$ cat config.mk
export PLATFORM = sky130hd
export DESIGN_NAME = can_msg_fifo_idx
export DESIGN_NICKNAME = d
export VERILOG_FILES = /design/src/rtl/can_fifo_pkg.sv /design/src/rtl/can_fifo_slot.sv /design/src/rtl/can_fifo_addr.sv /design/src/rtl/can_msg_fifo_idx.sv
export SDC_FILE = /design/constraint.sdc
export NUM_CORES = 1
export LEC_CHECK = 0
export BUFFER_PORTS_ARGS = -buffer_cell sky130_fd_sc_hd__buf_2
export CORE_UTILIZATION = 45
export CTS_BUF_LIST = sky130_fd_sc_hd__clkbuf_4
export CTS_CLUSTER_SIZE = 28
export DETAILED_ROUTE_END_ITERATION = 8
export GPL_TIMING_DRIVEN = 0
export PLACE_DENSITY = 0.74
export SYNTH_ARGS = -nofsm -noshare
export SYNTH_HDL_FRONTEND = slang
export SYNTH_SLANG_ARGS = --single-unit
$ cat constraint.sdc
create_clock -name clk -period 8.98 [get_ports clk]
set_input_delay 1.796 -clock clk [delete_from_list [all_inputs] [get_ports clk]]
set_output_delay 1.796 -clock clk [all_outputs]
set_load 0.01 [all_outputs]
$ cat src/rtl/can_fifo_pkg.sv
// Shared widths, flag bit positions and helper functions for the
// message FIFO index controller. Assumes depths never exceed 32.
package can_fifo_pkg;
    localparam int IDX_W   = 5;           // index width, depth up to 32
    localparam int CNT_W   = IDX_W + 1;   // occupancy 0..32
    localparam int FLAG_W  = 6;           // flags per FIFO

    localparam int FL_NE    = 0;
    localparam int FL_HF    = 1;
    localparam int FL_FULL  = 2;
    localparam int FL_OVF   = 3;
    localparam int FL_NF    = 4;
    localparam int FL_EMPTY = 5;

    // Words per message slot: data-only slots drop the header words.
    function automatic logic [2:0] msg_words(input logic donly);
        return donly ? 3'd2 : 3'd4;
    endfunction

    // Circular index step, wrapping after the last configured slot.
    function automatic logic [IDX_W-1:0] idx_step(input logic [IDX_W-1:0] cur,
                                                  input logic [IDX_W-1:0] last);
        return (cur == last) ? '0 : cur + IDX_W'(1);
    endfunction
endpackage

$ cat src/rtl/can_fifo_slot.sv
// One FIFO's index state: configuration, head/tail, occupancy, overflow,
// reset handshake, flags and interrupt request. Assumes cfg_wr is already
// qualified by configuration mode and selection.
module can_fifo_slot
    import can_fifo_pkg::*;
(
    input  logic              clk,
    input  logic              rst_n,
    input  logic              cfg_wr,
    input  logic              cfg_tx,
    input  logic [IDX_W-1:0]  cfg_depth_m1,
    input  logic              cfg_donly,
    input  logic              rst_req,
    input  logic              sw_inc,
    input  logic              eng_inc,
    input  logic              ovf_clr,
    input  logic [FLAG_W-1:0] irq_en,
    output logic [IDX_W-1:0]  depth_m1,
    output logic              donly,
    output logic [IDX_W-1:0]  eng_idx,
    output logic [IDX_W-1:0]  sw_idx,
    output logic [FLAG_W-1:0] flags,
    output logic              irq,
    output logic              busy
);
    logic              tx_q;
    logic [IDX_W-1:0]  dm1_q;
    logic              don_q;
    logic [IDX_W-1:0]  head_q;
    logic [IDX_W-1:0]  tail_q;
    logic [CNT_W-1:0]  cnt_q;
    logic              ovf_q;
    logic              busy_q;

    logic [CNT_W-1:0]  depth;
    logic [CNT_W-1:0]  half_thr;
    logic              is_full;
    logic              is_empty;
    logic              head_adv;
    logic              tail_adv;
    logic              ovf_set;
    logic              wipe;

    // Derived depth, thresholds and strobe qualification.
    always_comb begin
        depth    = CNT_W'(dm1_q) + CNT_W'(1);
        half_thr = (depth + CNT_W'(1)) >> 1;
        is_full  = (cnt_q == depth);
        is_empty = (cnt_q == '0);
        head_adv = (tx_q ? sw_inc : eng_inc) && !is_full;
        tail_adv = (tx_q ? eng_inc : sw_inc) && !is_empty;
        ovf_set  = !tx_q && eng_inc && is_full;
        wipe     = busy_q || cfg_wr;
    end

    // Configuration registers, loaded only by qualified writes.
    always_ff @(posedge clk) begin
        if (!rst_n) begin
            tx_q  <= 1'b0;
            dm1_q <= '0;
            don_q <= 1'b0;
        end else if (cfg_wr) begin
            tx_q  <= cfg_tx;
            dm1_q <= cfg_depth_m1;
            don_q <= cfg_donly;
        end
    end

    // Reset handshake: busy for exactly the cycle after each request.
    always_ff @(posedge clk) begin
        if (!rst_n) busy_q <= 1'b0;
        else        busy_q <= rst_req;
    end

    // Head and tail indices with wrap at the configured depth.
    always_ff @(posedge clk) begin
        if (!rst_n || wipe) begin
            head_q <= '0;
            tail_q <= '0;
        end else begin
            if (head_adv) head_q <= idx_step(head_q, dm1_q);
            if (tail_adv) tail_q <= idx_step(tail_q, dm1_q);
        end
    end

    // Occupancy count.
    always_ff @(posedge clk) begin
        if (!rst_n || wipe) begin
            cnt_q <= '0;
        end else begin
            case ({head_adv, tail_adv})
                2'b10:   cnt_q <= cnt_q + CNT_W'(1);
                2'b01:   cnt_q <= cnt_q - CNT_W'(1);
                default: cnt_q <= cnt_q;
            endcase
        end
    end

    // Sticky overflow; a new overflow beats a clear in the same cycle.
    always_ff @(posedge clk) begin
        if (!rst_n || wipe)  ovf_q <= 1'b0;
        else if (ovf_set)    ovf_q <= 1'b1;
        else if (ovf_clr)    ovf_q <= 1'b0;
    end

    // Direction-dependent flags and index outputs.
    always_comb begin
        flags           = '0;
        flags[FL_NE]    = !tx_q && !is_empty;
        flags[FL_HF]    = (cnt_q >= half_thr);
        flags[FL_FULL]  = !tx_q && is_full;
        flags[FL_OVF]   = !tx_q && ovf_q;
        flags[FL_NF]    = tx_q && !is_full;
        flags[FL_EMPTY] = tx_q && is_empty;
        eng_idx         = tx_q ? tail_q : head_q;
        sw_idx          = tx_q ? head_q : tail_q;
    end

    assign irq      = |(flags & irq_en);
    assign busy     = busy_q;
    assign depth_m1 = dm1_q;
    assign donly    = don_q;
endmodule

$ cat src/rtl/can_fifo_addr.sv
// Slot address generation: accumulates FIFO depths into per-FIFO offsets
// and turns the selected engine and software indices into word addresses.
// Assumes the select inputs stay below NUM_FIFO.
module can_fifo_addr
    import can_fifo_pkg::*;
#(
    parameter int NUM_FIFO = 4,
    parameter int ADDR_W   = 32,
    parameter int SEL_W    = 2
) (
    input  logic [NUM_FIFO*IDX_W-1:0] dm1_flat,
    input  logic [NUM_FIFO-1:0]       donly,
    input  logic [NUM_FIFO*IDX_W-1:0] eng_idx_flat,
    input  logic [NUM_FIFO*IDX_W-1:0] sw_idx_flat,
    input  logic [SEL_W-1:0]          eng_sel,
    input  logic [SEL_W-1:0]          sw_sel,
    input  logic [ADDR_W-1:0]         base_addr,
    output logic [IDX_W-1:0]          eng_idx,
    output logic [IDX_W-1:0]          sw_idx,
    output logic [ADDR_W-1:0]         eng_addr,
    output logic [ADDR_W-1:0]         sw_addr
);
    localparam int OFF_W = $clog2(NUM_FIFO * (1 << IDX_W) + 1);

    logic [OFF_W-1:0] off_arr [NUM_FIFO];

    // Running sum of the depths of all lower-numbered FIFOs.
    always_comb begin : p_offsets
        logic [OFF_W-1:0] acc;
        acc = '0;
        for (int k = 0; k < NUM_FIFO; k++) begin
            off_arr[k] = acc;
            acc = acc + OFF_W'(dm1_flat[k*IDX_W +: IDX_W]) + OFF_W'(1);
        end
    end

    // Select the requested indices and scale into word addresses.
    always_comb begin
        eng_idx  = eng_idx_flat[eng_sel*IDX_W +: IDX_W];
        sw_idx   = sw_idx_flat[sw_sel*IDX_W +: IDX_W];
        eng_addr = base_addr + (ADDR_W'(off_arr[eng_sel]) + ADDR_W'(eng_idx))
                               * ADDR_W'(msg_words(donly[eng_sel]));
        sw_addr  = base_addr + (ADDR_W'(off_arr[sw_sel]) + ADDR_W'(sw_idx))
                               * ADDR_W'(msg_words(donly[sw_sel]));
    end
endmodule

$ cat src/rtl/can_msg_fifo_idx.sv
// Top of the message FIFO index controller: one slot per FIFO plus the
// shared address generator. Assumes NUM_FIFO >= 2 and registered strobes
// from the engine and software side.
module can_msg_fifo_idx
    import can_fifo_pkg::*;
#(
    parameter int NUM_FIFO = 4,
    parameter int ADDR_W   = 32,
    parameter int SEL_W    = $clog2(NUM_FIFO)
) (
    input  logic                       clk,
    input  logic                       rst_n,
    input  logic                       cfg_mode,
    input  logic                       cfg_we,
    input  logic [SEL_W-1:0]           cfg_sel,
    input  logic                       cfg_tx,
    input  logic [4:0]                 cfg_depth,
    input  logic                       cfg_donly,
    input  logic [ADDR_W-1:0]          base_addr,
    input  logic [NUM_FIFO-1:0]        fifo_rst_req,
    input  logic [NUM_FIFO-1:0]        sw_inc,
    input  logic [NUM_FIFO-1:0]        eng_inc,
    input  logic [NUM_FIFO-1:0]        ovf_clr,
    input  logic [NUM_FIFO*6-1:0]      irq_en,
    input  logic [SEL_W-1:0]           eng_sel,
    input  logic [SEL_W-1:0]           sw_sel,
    output logic [4:0]                 eng_idx,
    output logic [4:0]                 sw_idx,
    output logic [ADDR_W-1:0]          eng_addr,
    output logic [ADDR_W-1:0]          sw_addr,
    output logic [NUM_FIFO*6-1:0]      flags,
    output logic [NUM_FIFO-1:0]        irq,
    output logic [NUM_FIFO-1:0]        rst_busy
);
    logic [NUM_FIFO*IDX_W-1:0] dm1_flat;
    logic [NUM_FIFO-1:0]       donly_vec;
    logic [NUM_FIFO*IDX_W-1:0] eng_idx_flat;
    logic [NUM_FIFO*IDX_W-1:0] sw_idx_flat;

    for (genvar k = 0; k < NUM_FIFO; k++) begin : g_slot
        logic cfg_hit;
        // Configuration write qualified by mode and selection.
        assign cfg_hit = cfg_mode && cfg_we && (cfg_sel == SEL_W'(k));

        can_fifo_slot i_slot (
            .clk          (clk),
            .rst_n        (rst_n),
            .cfg_wr       (cfg_hit),
            .cfg_tx       (cfg_tx),
            .cfg_depth_m1 (cfg_depth),
            .cfg_donly    (cfg_donly),
            .rst_req      (fifo_rst_req[k]),
            .sw_inc       (sw_inc[k]),
            .eng_inc      (eng_inc[k]),
            .ovf_clr      (ovf_clr[k]),
            .irq_en       (irq_en[k*FLAG_W +: FLAG_W]),
            .depth_m1     (dm1_flat[k*IDX_W +: IDX_W]),
            .donly        (donly_vec[k]),
            .eng_idx      (eng_idx_flat[k*IDX_W +: IDX_W]),
            .sw_idx       (sw_idx_flat[k*IDX_W +: IDX_W]),
            .flags        (flags[k*FLAG_W +: FLAG_W]),
            .irq          (irq[k]),
            .busy         (rst_busy[k])
        );
    end

    can_fifo_addr #(
        .NUM_FIFO (NUM_FIFO),
        .ADDR_W   (ADDR_W),
        .SEL_W    (SEL_W)
    ) i_addr (
        .dm1_flat     (dm1_flat),
        .donly        (donly_vec),
        .eng_idx_flat (eng_idx_flat),
        .sw_idx_flat  (sw_idx_flat),
        .eng_sel      (eng_sel),
        .sw_sel       (sw_sel),
        .base_addr    (base_addr),
        .eng_idx      (eng_idx),
        .sw_idx       (sw_idx),
        .eng_addr     (eng_addr),
        .sw_addr      (sw_addr)
    );
endmodule

Word-level counts from Yosys, hierarchy flattened
Cells that the tools add are included.
{"block": "totals", "input_bits": 89, "reg_bits": 100, "word_cells": 235, "output_inout_bits": 106}
{"block": "classes", "order_cmp": 8, "bitwise_logic": 6, "mux": 48, "shifts": 2, "n_addsub": 33, "n_eq_ne": 23, "reduce_logical": 79, "multipliers": 4}
{"operator": "two-way mux 5 bit", "count": 16}
{"operator": "adder 32 bit", "count": 2}
{"operator": "multiplier 32 x 3 -> 32 bit", "count": 2}
{"operator": "adder 6 x 1 -> 6 bit, second input constant", "count": 8}
{"operator": "case mux 6 bit (2 select lines)", "count": 4}
{"operator": "logical AND 1 bit", "count": 41}
{"operator": "adder 5 x 1 -> 5 bit, second input constant", "count": 8}
{"operator": "== test 5 bit", "count": 8}
{"operator": "indexed part select 20 x 6 -> 5 bit", "count": 2}
{"operator": "binary-select mux 8 bit (select 2 bit)", "count": 2}
{"operator": "two-way mux 8 bit", "count": 4}
{"operator": "adder 5 x 1 -> 6 bit, second input constant", "count": 5}
{"operator": "AND 6 bit", "count": 4}
{"operator": "== test 6 bit", "count": 4}
{"operator": "greater-or-equal comparator 6 x 5 -> 1 bit", "count": 4}
{"operator": "logical NOT 6 bit", "count": 4}
{"operator": "OR reduction 6 bit", "count": 4}
{"operator": "subtractor 6 x 1 -> 6 bit, second input constant", "count": 4}
{"operator": "adder 8 x 5 -> 9 bit", "count": 2}
{"operator": "two-way mux 1 bit", "count": 18}
{"operator": "adder 8 x 1 -> 8 bit, second input constant", "count": 2}
{"operator": "adder 8 x 5 -> 8 bit", "count": 2}
{"operator": "nonzero test 2 bit", "count": 8}
{"operator": "logical NOT 1 bit", "count": 13}
{"operator": "other kinds (10)", "count": 32}

Logic depth before layout (Yosys ltp)
{"block": "depth", "word_depth": 11, "mapped_depth": 32}

Cells and area by module
From an unflattened synthesis, not the netlist that was laid out.
{"block": "hier_totals", "cells_unflattened": 1373, "hier_area_um2": 11738.8}
{"module": "can_fifo_slot", "cells_each": 224, "seq_area_each_um2": 500.5, "area_per_inst_um2": 2000.7, "instances": 4}
{"module": "can_fifo_addr", "cells_each": 473, "seq_area_each_um2": 0.0, "area_per_inst_um2": 3691.0, "instances": 1}
{"module": "can_msg_fifo_idx", "cells_each": 4, "seq_area_each_um2": 0.0, "area_per_inst_um2": 45.0, "instances": 1}

Least setup slack after synthesis
OpenSTA, ideal clock, no wires.
{"block": "synth_timing", "path_kind": "in2out", "from": "input eng_sel[0]", "to": "output eng_addr[31]", "setup_slack_ns": 0.965, "n_path_buf": 2, "cell_stages": 22, "arrival_ns": 6.219, "path_cell_list": "buf_2 > clkbuf_1 > a211oi_1 > a21oi_1 > nor2_1 > a221oi_1 > ha_1 > a21oi_1 > o21bai_1 > a21oi_1 > xnor2_1 > mux2i_1 > fa_1 > inv_1 > ha_1 > a21o_1 > a21o_1 > a31o_1 > o211a_1 > o311ai_4 > nor3_1 > xor2_1"}
{"item": "from (decl)", "line_no": "can_msg_fifo_idx.sv:25", "rtl": "input logic [SEL_W-1:0] eng_sel,"}
{"item": "multiplier 2 x 3 -> 5 bit", "line_no": "can_fifo_addr.sv:39", "rtl": "eng_idx = eng_idx_flat[eng_sel*IDX_W +: IDX_W];"}
{"item": "indexed part select 20 x 6 -> 5 bit", "line_no": "can_fifo_addr.sv:39"}
{"item": "net eng_idx[2]", "line_no": "can_msg_fifo_idx.sv:27", "rtl": "output logic [4:0] eng_idx,"}
{"item": "adder 8 x 5 -> 9 bit", "line_no": "can_fifo_addr.sv:41", "rtl": "eng_addr = base_addr + (ADDR_W'(off_arr[eng_sel]) + ADDR_W'(eng_idx))"}
{"item": "multiplier 32 x 3 -> 32 bit", "line_no": "can_fifo_addr.sv:42", "rtl": "* ADDR_W'(msg_words(donly[eng_sel]));"}
{"item": "adder 32 bit", "line_no": "can_fifo_addr.sv:41"}
{"item": "to (decl)", "line_no": "can_msg_fifo_idx.sv:29", "rtl": "output logic [ADDR_W-1:0] eng_addr,"}
The timed path passes the listed nets, and every way through them passes these cells. The select of a mux whose other input is x is not followed.

Worst setup path in the final report
{"block": "layout_timing", "from": "input eng_sel[0]", "to": "output eng_addr[21]"}
{"block": "layout_between", "elab_chain_cells": 7}
{"item": "parallel branches: the longest is 5 deep, another holds adder 8 x 5 -> 9 bit"}
{"item": "multiplier 32 x 3 -> 32 bit (*)", "line_no": "can_fifo_addr.sv:42"}
{"item": "adder 32 bit (*)", "line_no": "can_fifo_addr.sv:41"}
Mark *: on every way between the ends. The select of a mux whose other input is x is not followed.

==> results list <==
- Area occupied by multi-input gates: 0.00848 mm²
* Required time of the critical path: 7180 ps
* Layout Cell Area excl Fill: 0.0127 mm²
* Worst vdd rail ir drop: 0.111 mV
- Largest net degree at the start of global routing: 17
- After synthesis, the mean cell area works out to 8.15 µm².
* Post-detailed-route wirelength per cell: 15.1 µm
* Slew at the pin with the worst max-slew slack: 1040 ps
- Number of storage elements in the synthesis netlist: 100
- Net switching is 44.2% of the power.
- In this run the worst setup path terminates at eng_addr[21].
- Gate Count Post-Synth: 1353
- The count of nets left with antenna violations once routing finished came out at 0.
* Internal power: between 1000 and 1500 µW
* GRT Util Overall: 22.5%
* Sort of element at the start of the critical path: input port
* Classification of the worst-slack hold path: reg -> reg
- Clock Pin Slew Worst Setup and Hold Paths: 130 ps
- Adder-Cell Fraction of Synth Area: 15.5%
- Synth Flop Type: sky130_fd_sc_hd__dfxtp_1
- Across the run, the number of max-cap violations was 0.
- Final cycle utilization of the critical path: 96.5%
- Clock latency reported for the late side of the worst-skew pair: 490 ps
- The floorplan has 56 rows.
- The worst register-to-register path has a depth of 14.
- Leak pwr: 0.00570 µW
* Width of the die: 159 µm
* Worst slew slack as a fraction of its limit: a little under a third
- Maximum operating frequency: 115 MHz
- STA classifies the critical path endpoint as a primary output.
- The core region is 0.0238 mm².
* Nets: 1777
* Sequential cell area fraction in the yosys report: 18.2%
- Clock Tree Buf Depth: 2
* Compound-cell area share of the yosys netlist: 17.6%
- Clock net sink count: 100
- For this run, the number of Yosys warnings is 0.
- The startpoint identified for the worst register-to-register timing path is g_slot[1].i_slot.depth_m1[1].
* Multiplexer area fraction after synthesis: roughly 7.6%
* Power after layout: approximately 2000 µW
- Worst setup timing slack at the placement stage: between 70 and 80 ps
- The worst register-to-register path has a setup slack of a little under 5000 ps.
- The initial antenna violation count came to 2.
- Number of buffers created by CTS: 9
- Register share of total power: 27.7%
* Final core area utilization: between 50% and 60%
* Combinational fraction of design power: 58.6%
* Setup Viol. Count Final: 0
- Summing over every cut layer, the via total after detailed routing is 10.2k.
* Hold Fails Final Rpt: 0
- Skew final: 25.1 ps
- The first global-routing pass estimated 45000 µm of wire.
- The critical path starts at eng_sel[0].
- The wire-length estimate of the detail-placed layout is 23000 µm.
- Wire length reported by the detailed router: 28500 µm
- Global-route congestion overflow total: 0
* CTS Root Buffer Type: sky130_fd_sc_hd__clkbuf_4
- In this run the number of H-tree levels came out at 3.
* Clock group share of total power: between 10 and 15%
- Main combinational cell family by area after synthesis: simple AND/OR/NAND/NOR gates
* Endpoint of the lowest-slack register-to-register path: g_slot[1].i_slot.cnt_q[5]
* # IOs: 195
- Setup slack on the critical path of the routed design comes to 314 ps.
* Result of the run: completed
- Period minus WS final: between 8000 and 9000 ps
* Clock tree from TritonCTS: yes
- For this configuration, the core starts out at a cell density of a little under half.
- After detailed routing, the number of vias per cell comes to 5.41.
- The die covers about 0.025 mm².
- Fill cell count: roughly 2.3k
- Final std cells w/o fill: 1884
- For this run, asynchronously set or reset flops after synthesis account for 0%.
- The analysis attributes to net switching a power of 880 µW.
- After Yosys synthesis, and, or, nand and nor cells account for between 10% and 20% of the synthesized area.
* Xor-xnor portion of the synthesized cell area: between 15 and 20%
* Critical path peak fanout: 10
* Final count of pins violating max slew: 0
- In this run the tool buffered the top-level ports with 188 buffer cells.
- Synthesis instantiated 81 different standard cells from the library.
- After detailed routing, the number of remaining DRC violations is 0.
- The congestion estimate from routability-driven global placement came to 0.923.
- Critical path data arrival time: roughly 6900 ps
- The via count of the first global-routing pass came to between 9k and 10k.
- Share of layout cells above drive strength 1: 19.1%
* Cell Area, Placed: between 0.01 and 0.015 mm²
* Worst setup path class: in -> out
- Post-synth EDFFs: 0
* Post-synthesis instance area: roughly 0.011 mm²
- Detailed Routing Iterations Pass 1: 5
* Area growth syn-to-layout: 15.3%
- Flip-flop and latch area: 0.00201 mm²
- Pwr per Cell Area: 157 mW/mm²
- Number of DRC markers after the initial detailed-route iteration: 561
* Total placed cells including tap cells: 1862
- After clock tree synthesis, the flow added hold-fix buffers numbering 0.
* Die H: 159 µm
==> what timing repair did <==
item / in CTS / in global routing
endpoints found under the setup margin: 38 / 42
pin swaps: 2 / 4
gates resized for setup: 6 / 17
setup buffers: 1 / 5
==> metal layers <==
metal,part of all wire (%),vias to the layer above,global-route usage (%)
met1,46,4791,29.8
met2,47,278,38.1
met3,5.5,28,3.73
li1,-,5100,-
met4,1.3,0,4.90
met5,0,-,0
==> worst max-delay path, stage by stage <==
cell and delay [ps]:
sky130_fd_sc_hd__buf_2 110, sky130_fd_sc_hd__buf_2 250, sky130_fd_sc_hd__clkbuf_1 370, sky130_fd_sc_hd__a211oi_1 90, sky130_fd_sc_hd__a21oi_1 220, sky130_fd_sc_hd__nor2_1 60, sky130_fd_sc_hd__a221oi_1 550, sky130_fd_sc_hd__ha_1 390
sky130_fd_sc_hd__inv_1 100, sky130_fd_sc_hd__o21bai_1 90, sky130_fd_sc_hd__a21oi_2 190, sky130_fd_sc_hd__xnor2_1 140, sky130_fd_sc_hd__mux2i_1 110, sky130_fd_sc_hd__fa_1 520, sky130_fd_sc_hd__inv_1 40, sky130_fd_sc_hd__ha_1 230
sky130_fd_sc_hd__a21o_1 170, sky130_fd_sc_hd__a21o_1 200, sky130_fd_sc_hd__a31o_1 210, sky130_fd_sc_hd__o211a_1 170, sky130_fd_sc_hd__o311ai_4 300, sky130_fd_sc_hd__buf_12 170, sky130_fd_sc_hd__nand2b_1 120, sky130_fd_sc_hd__xnor2_1 110
sky130_fd_sc_hd__buf_2 150
==> synth_stat cells, types with 4 or more instances <==
cell type	n	share of area, %
sky130_fd_sc_hd__buf_2	16	0.73
sky130_fd_sc_hd__and2_1	11	0.62
sky130_fd_sc_hd__a21oi_1	76	3.4
sky130_fd_sc_hd__nor4_1	4	0.23
sky130_fd_sc_hd__a211oi_1	4	0.27
sky130_fd_sc_hd__fa_1	12	2.2
sky130_fd_sc_hd__and3_1	9	0.51
sky130_fd_sc_hd__or4_1	5	0.34
sky130_fd_sc_hd__nor3_2	4	0.36
sky130_fd_sc_hd__mux2_2	5	0.51
sky130_fd_sc_hd__buf_1	4	0.14
sky130_fd_sc_hd__a22o_1	5	0.40
sky130_fd_sc_hd__mux4_2	9	1.8
sky130_fd_sc_hd__clkbuf_1	47	1.6
sky130_fd_sc_hd__o211ai_1	5	0.34
sky130_fd_sc_hd__xor2_1	88	7.0
sky130_fd_sc_hd__nand3b_1	7	0.48
sky130_fd_sc_hd__nor3b_1	7	0.48
sky130_fd_sc_hd__nand2_1	117	4.0
sky130_fd_sc_hd__o21bai_1	11	0.75
sky130_fd_sc_hd__a21o_1	32	2.2
sky130_fd_sc_hd__o21ai_0	37	1.7
sky130_fd_sc_hd__mux2i_1	58	5.3
sky130_fd_sc_hd__nor2b_1	33	1.9
sky130_fd_sc_hd__nand2b_1	15	0.85
sky130_fd_sc_hd__nand3_1	26	1.2
sky130_fd_sc_hd__nor3_1	15	0.68
sky130_fd_sc_hd__a21boi_0	29	2.0
sky130_fd_sc_hd__dfxtp_1	100	18
sky130_fd_sc_hd__a211o_1	4	0.32
sky130_fd_sc_hd__a221oi_1	7	0.56
sky130_fd_sc_hd__inv_1	71	2.4
sky130_fd_sc_hd__nand4_1	28	1.6
sky130_fd_sc_hd__xnor2_1	104	8.3
sky130_fd_sc_hd__o31ai_1	8	0.54
sky130_fd_sc_hd__a31oi_1	7	0.40
sky130_fd_sc_hd__or3_1	12	0.68
sky130_fd_sc_hd__nor2_1	121	4.1
sky130_fd_sc_hd__ha_1	117	13
sky130_fd_sc_hd__buf_4	14	0.95
sky130_fd_sc_hd__o21a_1	9	0.61
==> final cells by class <==
type,instances,share of cell area [%]
Multi-Input combinational cell,1100,66.8
Sequential cell,100,15.8
Timing Repair Buffer,194,7.86
Tap cell,319,3.14
Buffer,80,2.96
Inverter,74,2.23
Clock inverter,7,0.699
Clock buffer,9,0.532
Antenna cell,1,0.0197
==> state kept, by name, summed over array words and instances (netlist names) <==
signal                  cells
g_slot.i_slot.cnt_q        24
g_slot.i_slot.depth_m1     20
g_slot.i_slot.head_q       20
g_slot.i_slot.tail_q       20
g_slot.i_slot.busy          4
g_slot.i_slot.donly         4
g_slot.i_slot.ovf_q         4
g_slot.i_slot.tx_q          4
==> worst min path at each step <==
stage | start | end | slack [ps] | cells after the start
4_1_cts | g_slot[3].i_slot.donly | g_slot[3].i_slot.donly | 500 | 2
2_1_floorplan | g_slot[2].i_slot.donly | g_slot[2].i_slot.donly | 450 | 2
3_3_place_gp | g_slot[3].i_slot.donly | g_slot[3].i_slot.donly | 480 | 2
3_5_place_dp | g_slot[3].i_slot.donly | g_slot[3].i_slot.donly | 480 | 2
5_1_grt | g_slot[2].i_slot.donly | g_slot[2].i_slot.donly | 540 | 2
6_report | g_slot[3].i_slot.donly | g_slot[3].i_slot.donly | 500 | 2
==> power by group through the flow <==
stage | combinational, µW | clock, µW | sequential, µW
final | 1170 | 274 | 551
after global routing | 1320 | 300 | 557
after CTS | 1160 | 284 | 550
after floorplan | 855 | 0 | 540
after detailed placement | 1150 | 0 | 560
after global placement | 1120 | 0 | 558
==> logic make-up after synthesis <==
kind of cell	count (synthesis)
simple gates	425
compound gates	273
xor+xnor	197
buf+inv	155
fa+ha+maj	129
flops	100
mux	72
other cells	2
==> cells in the final DEF, fill, tap and decap left out, types with 33 or more instances in the layout <==
master | netlist | routed
sky130_fd_sc_hd__xor2_1 | 88 | 86
sky130_fd_sc_hd__nor2b_1 | 33 | 33
sky130_fd_sc_hd__nor2_1 | 121 | 121
sky130_fd_sc_hd__nand2_1 | 117 | 117
sky130_fd_sc_hd__clkbuf_1 | 47 | 46
sky130_fd_sc_hd__o21ai_0 | 37 | 36
sky130_fd_sc_hd__inv_1 | 71 | 71
sky130_fd_sc_hd__a21oi_1 | 76 | 72
sky130_fd_sc_hd__ha_1 | 117 | 113
sky130_fd_sc_hd__mux2i_1 | 58 | 58
sky130_fd_sc_hd__buf_2 | 16 | 204
sky130_fd_sc_hd__dfxtp_1 | 100 | 98
sky130_fd_sc_hd__xnor2_1 | 104 | 104
==> through the flow <==
step	hold WS, ps	setup TNS [ps]
global placement	479	0
finish	500	0
floorplan	450	0
detailed placement	484	0
CTS	502	0
global route	543	-87.0
Power figures use the tool's default switching activity.
